`src/rtl/bfclr_pkg.sv`:
```
package bfclr_pkg;
    localparam int unsigned WORD_W = 32;
    localparam int unsigned POS_W  = $clog2(WORD_W);
    localparam int unsigned FLD_W  = 2 * POS_W;

    typedef logic [WORD_W-1:0] word_t;
    typedef logic [POS_W-1:0]  pos_t;

    typedef struct packed {
        word_t res;
        logic  wr_en;
        logic  bad;
    } out_st_t;
endpackage

```
`src/rtl/bfclr_bounds.sv`:
```
module bfclr_bounds
    import bfclr_pkg::*;
(
    input  logic  use_imm,
    input  pos_t  imm_lo,
    input  pos_t  imm_hi,
    input  word_t opnd_a,
    output pos_t  lo,
    output pos_t  hi,
    output logic  over
);
    always_comb begin
        if (use_imm) begin
            lo   = imm_lo;
            hi   = imm_hi;
            over = 1'b0;
        end else begin
            hi   = opnd_a[POS_W-1:0];
            lo   = opnd_a[FLD_W-1:POS_W];
            over = |opnd_a[WORD_W-1:FLD_W];
        end
    end
endmodule

```
`src/rtl/bfclr_mask.sv`:
```
module bfclr_mask
    import bfclr_pkg::*;
(
    input  pos_t  lo,
    input  pos_t  hi,
    output word_t mask
);
    for (genvar i = 0; i < WORD_W; i++) begin : g_bit
        assign mask[i] = (pos_t'(i) >= lo) && (pos_t'(i) <= hi);
    end


    always_comb begin
        if (lo > hi) empty_range_chk: assert (mask == '0);
    end
endmodule

```
`src/rtl/bfclr_unit.sv`:
```
module bfclr_unit
    import bfclr_pkg::*;
(
    input  logic        clk,
    input  logic        rst,
    input  logic        issue,
    input  logic        pred,
    input  logic        use_imm,
    input  logic [4:0]  imm_lo,
    input  logic [4:0]  imm_hi,
    input  logic [31:0] opnd_a,
    input  logic [31:0] opnd_b,
    output logic [31:0] res_q,
    output logic        wr_en_q,
    output logic        bad_q
);
    pos_t    lo, hi;
    logic    over;
    word_t   mask;
    out_st_t st_d, st_q;

    bfclr_bounds u_bounds (
        .use_imm(use_imm), .imm_lo(imm_lo), .imm_hi(imm_hi),
        .opnd_a(opnd_a), .lo(lo), .hi(hi), .over(over)
    );

    bfclr_mask u_mask (.lo(lo), .hi(hi), .mask(mask));

    always_comb begin
        st_d       = st_q;
        st_d.wr_en = 1'b0;
        st_d.bad   = 1'b0;
        if (issue && pred) begin
            st_d.res   = opnd_b & ~mask;
            st_d.wr_en = 1'b1;
            st_d.bad   = over;
        end
    end

    always_ff @(posedge clk) begin
        if (rst) st_q <= '0;
        else     st_q <= st_d;
    end

    assign res_q   = st_q.res;
    assign wr_en_q = st_q.wr_en;
    assign bad_q   = st_q.bad;


    hold_when_idle_chk: assert property (@(posedge clk) disable iff (rst)
        !(issue && pred) |=> (!wr_en_q && $stable(res_q)));

    wr_en_latency_chk: assert property (@(posedge clk) disable iff (rst)
        (issue && pred) |=> wr_en_q);

    bad_only_reg_chk: assert property (@(posedge clk) disable iff (rst)
        (issue && pred && use_imm) |=> !bad_q);

    outside_kept_chk: assert property (@(posedge clk) disable iff (rst)
        (issue && pred) |=> ((res_q & ~$past(mask)) == ($past(opnd_b) & ~$past(mask))));

    inside_zero_chk: assert property (@(posedge clk) disable iff (rst)
        (issue && pred) |=> ((res_q & $past(mask)) == '0));

    reset_clear_chk: assert property (@(posedge clk)
        rst |=> (res_q == '0 && !wr_en_q && !bad_q));
endmodule

```
`config.mk`:
```
export PLATFORM = sky130hd
export DESIGN_NAME = bfclr_unit
export DESIGN_NICKNAME = d
export VERILOG_FILES = /design/src/rtl/bfclr_pkg.sv /design/src/rtl/bfclr_bounds.sv /design/src/rtl/bfclr_mask.sv /design/src/rtl/bfclr_unit.sv
export SDC_FILE = /design/constraint.sdc
export NUM_CORES = 1
export LEC_CHECK = 0
export BUFFER_PORTS_ARGS = -buffer_cell sky130_fd_sc_hd__buf_4
export CELL_PAD_IN_SITES_DETAIL_PLACEMENT = 1
export CELL_PAD_IN_SITES_GLOBAL_PLACEMENT = 2
export CORE_UTILIZATION = 27
export CTS_BUF_LIST = sky130_fd_sc_hd__clkbuf_16
export DETAILED_ROUTE_END_ITERATION = 8
export GPL_TIMING_DRIVEN = 0
export PLACE_DENSITY_LB_ADDON = 0.1
export SKIP_CTS_REPAIR_TIMING = 1
export SYNTH_ARGS = -nofsm -noshare
export SYNTH_HDL_FRONTEND = slang
export SYNTH_SLANG_ARGS = --single-unit
```
`constraint.sdc`:
```
create_clock -name clk -period 2 [get_ports clk]
set_input_delay 0.2 -clock clk [delete_from_list [all_inputs] [get_ports clk]]
set_output_delay 0.2 -clock clk [all_outputs]
set_load 0.03 [all_outputs]
```
==> impl_metrics.ini <==
[die]
row_count = 33
coreArea_sq_mm = 0.00822
ioPinCount = 113
initial_utilization_pct = 27.9
die_area_sq_mm = 0.00888
die_y_um = 94.2
die_w_um = 94.2

[synthesis]
yosys.area.top_type = dfxtp_1
synth.top_cells.by_area = dfxtp_1 (30%), a32o_1 (10%), o211ai_1 (3.9%)
synth_edf_count = 0
yosys.area.top_type_share_pct = 29.6
synth_flop_cell = dfxtp_1
avgSynthCellArea_sq_um = 8.32
synth_warnings = 0
ys_seq_area_share_pct = 29.6
async_flop_share_pct = 0
ys_types = 55
netlist_area_sq_mm = 0.00230
syn_nets = 355
synth_cells = 276
synth-seq-cells = 34

[placed_design]
gp_congestion = 0.883
hpwl_um = 7930
pre_cts_slack_ns = 0.129
numPortBuffers = 105

[setup_path]
cpLargestDelayFamily = compound AO/OA/AOI/OAI gates
criticalPathCategory = input port to flip-flop
critPathBufInv = 2
arrival_ns = 1.86
critPathCaptureType = flip-flop
critPathRequiredTime_ns = 2.17
slowest_delay_ns = 0.49
path_max_fanout = 10
cp_cell_sequence = buf_4 > clkbuf_1 > nand2_1 > o22ai_1 > o211ai_1 > a32o_1
start_kind = input port
crit_slowest_cell = o22ai_1

[sta]
clock.fmax_mhz = 591
worstMarginPinSlew_ns = 0.742
setup_viol = 0
slew_violations = 0
setup_tns_ns = 0
fin_ws_ns = 0.309
rsz0062_at_grt = no
finalCritPeriodShare_pct = 84.5
slew_headroom_pct = 50.3
hold_violations = 0
period_needed_ns = 1.69
skew_ns = 0

[detailed_routing]
drt_iter0_drc = 210
antenna_left = 0
drc = 0
vias_per_cell = 5.84
dr.pass1.iters = 4
drt_wl_total_um = 10400
num_vias = 2883
post_drt_wl_per_cell_um = 21.1

[clocking]
numClockSinks = 34
numCtsBuffers = 5
clk_pin_slew_worst_paths_ns = 0.06
h-tree-depth = 2
cts_tree = yes
clockBufferDepth = 2
cts_root_buf = clkbuf_16
clk_latency_ns = 0.28

[pwr]
p_per_area_mw_per_mm2 = 625
p_leak_nw = 1.37
ir_drop_mv = 0.301

[cells_and_area]
final_cell_mix = buf_4 (107), dfxtp_1 (34), a32o_1 (23), nand2_1 (20), nand3_1 (17)
area_delta_synth_final_pct = 46.0
n_fill_cell = 1020
antennaDiodeCount = 0
fin_nets = 467
final_common_cell = buf_4
drive_above_1_share_pct = 33.9

[grt]
grt_pass1_wl_um = 15600
antenna_found_initial = 0
grt_pass1_vias = 2818
grt_max_degree = 11
gr-total-overflow = 0
grt_use_total_pct = 23.7

[min_path]
worstHoldPathType = input port to flip-flop

[flow_run]
cap_viol_max_count = 0

[run_status]
status = finished clean
[logic make-up (layout without fill, tap and decap cells)]
family / after synthesis / count (layout) / synth area share [%]
mux: 13 / 13 / 6.05
buf+inv: 29 / 142 / 6.27
compound gates: 109 / 109 / 36.9
flops: 34 / 34 / 29.6
simple gates: 91 / 91 / 21.1
[synth_stat cells, types with 4 or more instances]
| library cell | n |
|---|---|
| o21ai_1 | 5 |
| a32o_1 | 23 |
| nand4_1 | 5 |
| nor4_1 | 9 |
| nor3_1 | 6 |
| a31oi_1 | 4 |
| nor2_1 | 11 |
| clkbuf_1 | 13 |
| o211ai_1 | 12 |
| nand2_1 | 20 |
| o22a_1 | 4 |
| a21oi_1 | 14 |
| mux2i_1 | 8 |
| buf_2 | 9 |
| nand3_1 | 17 |
| o21ai_0 | 9 |
| dfxtp_1 | 34 |
| o22ai_1 | 7 |
| nand2b_1 | 5 |
[cell type report]
class / count / area (sq um) / share of cell area (%)
well taps: 105 / 131 / 3.92
repair buffers: 105 / 788 / 23.5
plain buffers: 28 / 140 / 4.18
flip-flops and latches: 34 / 681 / 20.3
clock inverters: 3 / 12.5 / 0.373
inverters: 1 / 3.75 / 0.112
multi-input cells: 213 / 1470 / 43.9
clock buffers: 5 / 125 / 3.73
[registers in the layout, indices dropped and copies added (netlist names)]
name,cells
res_q,32
bad_q,1
wr_en_q,1
[through the flow]
step	power, mW	utilization, %	cell area [sq um]	hold slack, ns	instances
after floorplan	1.07	-	2300	0.333	276
after global placement	1.35	39.1	3220	0.431	486
after detailed placement	1.36	39.1	3220	0.437	486
after CTS	2.10	40.8	3350	0.155	494
after global routing	2.19	40.8	3350	0.159	494
final	2.09	40.8	3350	0.152	494
[worst paths after layout]
kind | startpoint | endpoint | slack, ns | depth (start not counted)
worst max-delay path | imm_hi[2] | res_q[30] | 0.31 | 6
worst min-delay path | opnd_b[7] | res_q[7] | 0.15 | 2
worst max register to register | res_q[10] | res_q[10] | 1.19 | 2
worst min register to register | res_q[12] | res_q[12] | 0.47 | 1
[layer usage]
metal / track usage, % / vias up / part of all wire (%)
li1: - / 1344 / -
met1: 32.4 / 1398 / 44
met2: 37.6 / 130 / 45
met3: 4.21 / 11 / 8.4
met4: 6.79 / 0 / 1.8
met5: 0 / - / 0
[power breakdown]
part / leakage (nW) / internal, mW / switching (mW)
registers: 0.278 / 0.713 / 0.0175
logic: 1.02 / 0.259 / 0.363
clock network: 0.0724 / 0.450 / 0.293
total: 1.37 / 1.42 / 0.673
(Power assumes the default switching activity.)
